<file path="src/rtl/link_rst_pkg.sv">
package link_rst_pkg;

  typedef enum logic [2:0] {
    ST_HOLD = 3'd0,
    ST_LOCK = 3'd1,
    ST_CFG  = 3'd2,
    ST_ACK  = 3'd3,
    ST_UP   = 3'd4,
    ST_RUN  = 3'd5
  } seq_st_e;

  localparam logic [1:0] ADDR_CTRL  = 2'd0;
  localparam logic [1:0] ADDR_LIMIT = 2'd1;
  localparam logic [1:0] ADDR_STAT  = 2'd2;

  localparam int STAT_TMO_BIT = 8;

  function automatic logic is_wait(seq_st_e s);
    return (s == ST_LOCK) || (s == ST_CFG) || (s == ST_ACK) || (s == ST_UP);
  endfunction

endpackage

</file>
<file path="src/rtl/link_rst_regs.sv">
module link_rst_regs
  import link_rst_pkg::*;
#(
  parameter int DW      = 32,
  parameter int CNT_W   = 16,
  parameter int TMO_DEF = 1000
) (
  input  logic             clk_i,
  input  logic             rst_ni,
  input  logic             we_i,
  input  logic [1:0]       addr_i,
  input  logic [DW-1:0]    wdata_i,
  input  logic             restart_i,
  input  seq_st_e          state_i,
  input  logic             tmo_i,
  output logic             soft_pend_o,
  output logic [CNT_W-1:0] limit_o,
  output logic [DW-1:0]    rdata_o
);

  logic             pend_q;
  logic [CNT_W-1:0] limit_q;
  logic             unused_wdata;

  assign unused_wdata = ^wdata_i[DW-1:CNT_W];

  always_ff @(posedge clk_i or negedge rst_ni) begin
    if (!rst_ni) begin
      pend_q  <= 1'b0;
      limit_q <= CNT_W'(TMO_DEF);
    end else begin
      // restart consumes the request; a write on the same edge re-arms it
      if (we_i && addr_i == ADDR_CTRL && wdata_i[0]) pend_q <= 1'b1;
      else if (restart_i)                            pend_q <= 1'b0;
      if (we_i && addr_i == ADDR_LIMIT) limit_q <= wdata_i[CNT_W-1:0];
    end
  end

  always_comb begin
    rdata_o = '0;
    unique case (addr_i)
      ADDR_CTRL:  rdata_o[0] = pend_q;
      ADDR_LIMIT: rdata_o[CNT_W-1:0] = limit_q;
      ADDR_STAT: begin
        rdata_o[2:0]         = state_i;
        rdata_o[STAT_TMO_BIT] = tmo_i;
      end
      default: rdata_o = '0;
    endcase
  end

  assign soft_pend_o = pend_q;
  assign limit_o     = limit_q;

endmodule

</file>
<file path="src/rtl/link_rst_fsm.sv">
module link_rst_fsm
  import link_rst_pkg::*;
#(
  parameter bit HAS_PLL = 1'b1
) (
  input  logic    clk_i,
  input  logic    rst_ni,
  input  logic    pll_locked_i,
  input  logic    cfg_done_i,
  input  logic    core_ack_i,
  input  logic    core_up_i,
  input  logic    soft_pend_i,
  output seq_st_e state_o,
  output logic    restart_o,
  output logic    pll_rst_no,
  output logic    csr_rst_no,
  output logic    core_rst_no,
  output logic    link_rst_no,
  output logic    frame_rst_no
);

  seq_st_e st_q, st_d;
  logic    lock_lost;

  assign restart_o = soft_pend_i & core_ack_i;
  assign lock_lost = !pll_locked_i && (st_q >= ST_CFG);

  always_comb begin
    st_d = st_q;
    if (restart_o || lock_lost) begin
      st_d = ST_HOLD;
    end else begin
      unique case (st_q)
        ST_HOLD: st_d = ST_LOCK;
        ST_LOCK: if (pll_locked_i) st_d = ST_CFG;
        ST_CFG:  if (cfg_done_i && pll_locked_i && !core_ack_i) st_d = ST_ACK;
        ST_ACK:  if (core_ack_i) st_d = ST_UP;
        ST_UP:   if (core_up_i) st_d = ST_RUN;
        ST_RUN:  st_d = ST_RUN;
        default: st_d = ST_HOLD;
      endcase
    end
  end

  // outputs registered from next state: async assert, sync release
  always_ff @(posedge clk_i or negedge rst_ni) begin
    if (!rst_ni) begin
      st_q         <= ST_HOLD;
      csr_rst_no   <= 1'b0;
      core_rst_no  <= 1'b0;
      link_rst_no  <= 1'b0;
      frame_rst_no <= 1'b0;
    end else begin
      st_q         <= st_d;
      csr_rst_no   <= (st_d >= ST_CFG);
      core_rst_no  <= (st_d >= ST_ACK);
      link_rst_no  <= (st_d == ST_RUN);
      frame_rst_no <= (st_d == ST_RUN);
    end
  end

  generate
    if (HAS_PLL) begin : g_pll
      logic pll_q;
      always_ff @(posedge clk_i or negedge rst_ni) begin
        if (!rst_ni) pll_q <= 1'b0;
        else         pll_q <= (st_d != ST_HOLD);
      end
      assign pll_rst_no = pll_q;
    end else begin : g_nopll
      assign pll_rst_no = 1'b1;
    end
  endgenerate

  assign state_o = st_q;

endmodule

</file>
<file path="src/rtl/link_rst_tmo.sv">
module link_rst_tmo
  import link_rst_pkg::*;
#(
  parameter int CNT_W = 16
) (
  input  logic             clk_i,
  input  logic             rst_ni,
  input  seq_st_e          state_i,
  input  logic [CNT_W-1:0] limit_i,
  input  logic             clear_i,
  output logic             tmo_o
);

  seq_st_e          prev_q;
  logic [CNT_W-1:0] cnt_q;
  logic             flag_q;
  logic             in_wait;

  assign in_wait = is_wait(state_i);

  always_ff @(posedge clk_i or negedge rst_ni) begin
    if (!rst_ni) begin
      prev_q <= ST_HOLD;
      cnt_q  <= '0;
      flag_q <= 1'b0;
    end else begin
      prev_q <= state_i;
      if (state_i != prev_q)             cnt_q <= '0;
      else if (in_wait && cnt_q != '1)   cnt_q <= cnt_q + 1'b1;
      if (clear_i)                                            flag_q <= 1'b0;
      else if (in_wait && limit_i != '0 && cnt_q >= limit_i) flag_q <= 1'b1;
    end
  end

  assign tmo_o = flag_q;

endmodule

</file>
<file path="src/rtl/link_rst_seq.sv">
module link_rst_seq
  import link_rst_pkg::*;
#(
  parameter bit HAS_PLL = 1'b1,
  parameter int DW      = 32,
  parameter int CNT_W   = 16,
  parameter int TMO_DEF = 1000
) (
  input  logic          clk_i,
  input  logic          rst_ni,
  input  logic          reg_we_i,
  input  logic [1:0]    reg_addr_i,
  input  logic [DW-1:0] reg_wdata_i,
  output logic [DW-1:0] reg_rdata_o,
  input  logic          pll_locked_i,
  input  logic          cfg_done_i,
  input  logic          core_ack_i,
  input  logic          core_up_i,
  output logic          pll_rst_no,
  output logic          csr_rst_no,
  output logic          core_rst_no,
  output logic          link_rst_no,
  output logic          frame_rst_no
);

  seq_st_e          state;
  logic             restart;
  logic             soft_pend;
  logic             tmo;
  logic [CNT_W-1:0] limit;

  link_rst_regs #(.DW(DW), .CNT_W(CNT_W), .TMO_DEF(TMO_DEF)) u_regs (
    .clk_i      (clk_i),
    .rst_ni     (rst_ni),
    .we_i       (reg_we_i),
    .addr_i     (reg_addr_i),
    .wdata_i    (reg_wdata_i),
    .restart_i  (restart),
    .state_i    (state),
    .tmo_i      (tmo),
    .soft_pend_o(soft_pend),
    .limit_o    (limit),
    .rdata_o    (reg_rdata_o)
  );

  link_rst_fsm #(.HAS_PLL(HAS_PLL)) u_fsm (
    .clk_i       (clk_i),
    .rst_ni      (rst_ni),
    .pll_locked_i(pll_locked_i),
    .cfg_done_i  (cfg_done_i),
    .core_ack_i  (core_ack_i),
    .core_up_i   (core_up_i),
    .soft_pend_i (soft_pend),
    .state_o     (state),
    .restart_o   (restart),
    .pll_rst_no  (pll_rst_no),
    .csr_rst_no  (csr_rst_no),
    .core_rst_no (core_rst_no),
    .link_rst_no (link_rst_no),
    .frame_rst_no(frame_rst_no)
  );

  link_rst_tmo #(.CNT_W(CNT_W)) u_tmo (
    .clk_i  (clk_i),
    .rst_ni (rst_ni),
    .state_i(state),
    .limit_i(limit),
    .clear_i(restart),
    .tmo_o  (tmo)
  );

endmodule

</file>
<file path="config.mk">
export PLATFORM = sky130hd
export DESIGN_NAME = link_rst_seq
export DESIGN_NICKNAME = d
export VERILOG_FILES = /design/src/rtl/link_rst_pkg.sv /design/src/rtl/link_rst_regs.sv /design/src/rtl/link_rst_fsm.sv /design/src/rtl/link_rst_tmo.sv /design/src/rtl/link_rst_seq.sv
export SDC_FILE = /design/constraint.sdc
export NUM_CORES = 1
export LEC_CHECK = 0
export BUFFER_PORTS_ARGS = -buffer_cell sky130_fd_sc_hd__buf_2
export CORE_MARGIN = 3
export CORE_UTILIZATION = 50
export CTS_CLUSTER_SIZE = 25
export DETAILED_ROUTE_END_ITERATION = 8
export PLACE_DENSITY_LB_ADDON = 0.15
export SYNTH_ARGS = -nofsm -noshare
export SYNTH_HDL_FRONTEND = slang
export SYNTH_SLANG_ARGS = --single-unit
</file>
<file path="constraint.sdc">
create_clock -name clk_i -period 5.1 [get_ports clk_i]
set_clock_uncertainty 0.05 [all_clocks]
set_input_delay 0.765 -clock clk_i [delete_from_list [all_inputs] [get_ports clk_i]]
set_output_delay 0.765 -clock clk_i [all_outputs]
set_load 0.02 [all_outputs]
</file>
==> metrics <==
GRT overflow 0; period utilization 0.534; worst vdd ir just under 0.0002 V; DP HPWL 4570 um; total iterations of the first detailed-routing run 4; setup bufs post-CTS 0; n_diodes 0; Synth cell types 47; Hold Path Sink u_tmo.cnt_q[15]$_DFFE_PN0P_; switching power 0.413 mW; count of final hold-check violations 0; CTS tree done; Avg Cell Area, Syn 9.55 um2; CP bufs+invs 3; Clock Latency Late Sink 0.30 ns; io pins 78; Vias/cell 5.53; reg-to-reg setup timing slack 3.01 ns; PnR worst setup slack around 2.4 ns; Rows 26; Root Buffer clkbuf_8; leak pwr 1.51 nW; YS warnings 0; pre-CTS setup slack 2.39 ns; outcome finished clean; slowest cell delay on critical path 0.44 ns; crit path max fanout 17; final wirelength approximately 6000 um; DRC Markers 0; Initial Util 0.536; CP top delay family adder cells; die area between 6000 and 7000 um2; Design Power roughly 1.1 mW; top cell type's share of synthesized area 0.336; share of cells above drive strength 1 0.238; cts repair resizes 0; Num CTS Buffers 5; top area cells in the synthesized netlist dfrtp_1, ha_1, mux2_2, dfstp_2, buf_4; fin. max-slew vios 0; RePlAce Congestion ~0.9; CTS sink cnt 44; PortBufs 45; initial DRC count 151; largest net degree at the start of global routing 45; HP Start u_tmo.cnt_q[15]$_DFFE_PN0P_; CP required approximately 4.3 ns; area of the core roughly 5300 um2; Finish-stage setup viols 0; Filler cells 477; Avg WL per Cell 14.7 um; Gate Count Post-Synth 296; slew margin rel. 0.354; max_cap viols 0; switching share of power 0.388; H-tree Lvls 2; Post-Layout Cell Count 406; worst slew pin tran 0.968 ns; worst path cell trace buf_2, inv_1, ha_1, a22oi_1, nor2b_1, buf_2; WP data arrival approximately 1.9 ns; EDFF count, synth 0; TNS Setup 0 ns; count leader, synth dfrtp_1; antenna violations before repair 0; CP Launch Type input port; placed instance count 398; worst hold path class register to register; Post-synth top flop dfrtp_1; Die Wd 81.2 um; Tmin final 2.72 ns; synthesized area 2830 um2; Total GRT Usage 0.203; reg2reg end u_tmo.cnt_q[9]$_DFFE_PN0P_; Crit. End Element output pin; cts hold-fix bufs 0; Synth area leader dfrtp_1; Clock transition at path regs 0.08 ns; Critical-path top delay cell ha_1; first-pass GRT wire length ~10000 um; RSZ-0062 raised after global routing no; fin util 0.590; final net count 397; hold path cells 1; commonest cells in the netlist dfrtp_1, inv_1, nand2_1; area grow syn2layout 9.96%; worst-case reg-to-reg path depth 4; launch point of the worst reg-to-reg path u_fsm.state_o[1]$_DFF_PN0_; total number of vias 2245; Comb power frac 0.340; vias in the first global route ~2.2k; Fmax 0.367 GHz; CTS Buffer Depth 2; post-synthesis sequential area ratio 0.392; internal power about 0.65 mW; Final ANT Viol Nets 0; Die H about 81 um; Crit Path Category input port to output pin; most used cell, CP buf_2; clock power share 0.211; synthesis-stage register bit count 44; Reg power frac 0.449; Async S/R FF share, synth 1.00; pwr dens 343 nW/um2
==> power groups by stage <==
stage	Clock (mW)	Combinational, mW	Sequential [mW]
2_1_floorplan	0	0.296	0.461
3_3_place_gp	0	0.350	0.481
3_5_place_dp	0	0.364	0.486
4_1_cts	0.233	0.367	0.479
5_1_grt	0.246	0.415	0.491
6_report	0.225	0.363	0.478
==> worst reg2reg max path: stages (launching register included) <==
cell and delay (ns):
dfrtp_1 0.55, o21a_1 0.27, or4_4 0.57, or4_1 0.43, a21oi_1 0.15
==> cells in the final DEF, fill, tap and decap left out, types with 7 or more instances in the layout <==
| cell | instances |
|---|---|
| buf_2 | 45 |
| a21oi_1 | 15 |
| nand2_1 | 24 |
| ha_1 | 21 |
| nand3_1 | 7 |
| mux2i_1 | 8 |
| and2_1 | 15 |
| o21ai_0 | 10 |
| inv_1 | 24 |
| nor2_1 | 7 |
| nor4_1 | 8 |
| mux2_2 | 16 |
| conb_1 | 16 |
| dfrtp_1 | 38 |
==> metrics by stage <==
stage / cell area [um2] / hold WS [ns]
global placement: 3020 / 0.491
finish: 3110 / 0.513
detailed placement: 3020 / 0.500
global route: 3110 / 0.551
CTS: 3110 / 0.512
floorplan: 2880 / 0.313
==> area by class of cell <==
type / count / area, um2 / share of cell area
clock inverter: 2 / 10.0 / 0.00322
multi-input combinational: 214 / 1500 / 0.481
sequential: 44 / 1110 / 0.357
tap: 70 / 87.6 / 0.0282
timing repair buffer: 46 / 233 / 0.0749
inverter: 24 / 90.1 / 0.0290
clock buffer: 6 / 82.6 / 0.0266
==> layer usage <==
metal | up-vias | GRT usage | wire (um)
met5 | - | 0 | 0
met1 | 1057 | 0.278 | 2780
met3 | 7 | 0.0388 | 305
li1 | 1106 | - | -
met4 | 0 | 0.0574 | 69
met2 | 75 | 0.328 | 2810
==> sequential cells by signal, summed over array words and instances (netlist names) <==
register            cells
u_regs.limit_o         16
u_tmo.cnt_q            16
u_fsm.state_o           3
u_tmo.prev_q            3
u_fsm.core_rst_no       1
u_fsm.csr_rst_no        1
u_fsm.link_rst_no       1
u_fsm.pll_rst_no        1
u_regs.soft_pend_o      1
u_tmo.tmo_o             1
==> cells by family after synthesis <==
group	Yosys count	synth area share
muxes	24	0.0921
buffers and inverters	53	0.0983
other	1	0.00133
and+or+nand+nor	99	0.195
DFF	44	0.392
xor gates and xnor gates	3	0.00930
AOI/OAI and AO/OA	51	0.119
adders and majority gates	21	0.0930
==> how the worst max path moves through the flow <==
stage | from | end | depth (start not counted)
after floorplan | reg_addr_i[1] | reg_rdata_o[10] | 5
after global placement | reg_addr_i[1] | reg_rdata_o[1] | 6
after detailed placement | reg_addr_i[1] | reg_rdata_o[1] | 6
after CTS | reg_addr_i[1] | reg_rdata_o[1] | 6
after global routing | reg_addr_i[1] | reg_rdata_o[1] | 6
final | reg_addr_i[1] | reg_rdata_o[1] | 6
Note: power is estimated with default switching activity, not from simulation.
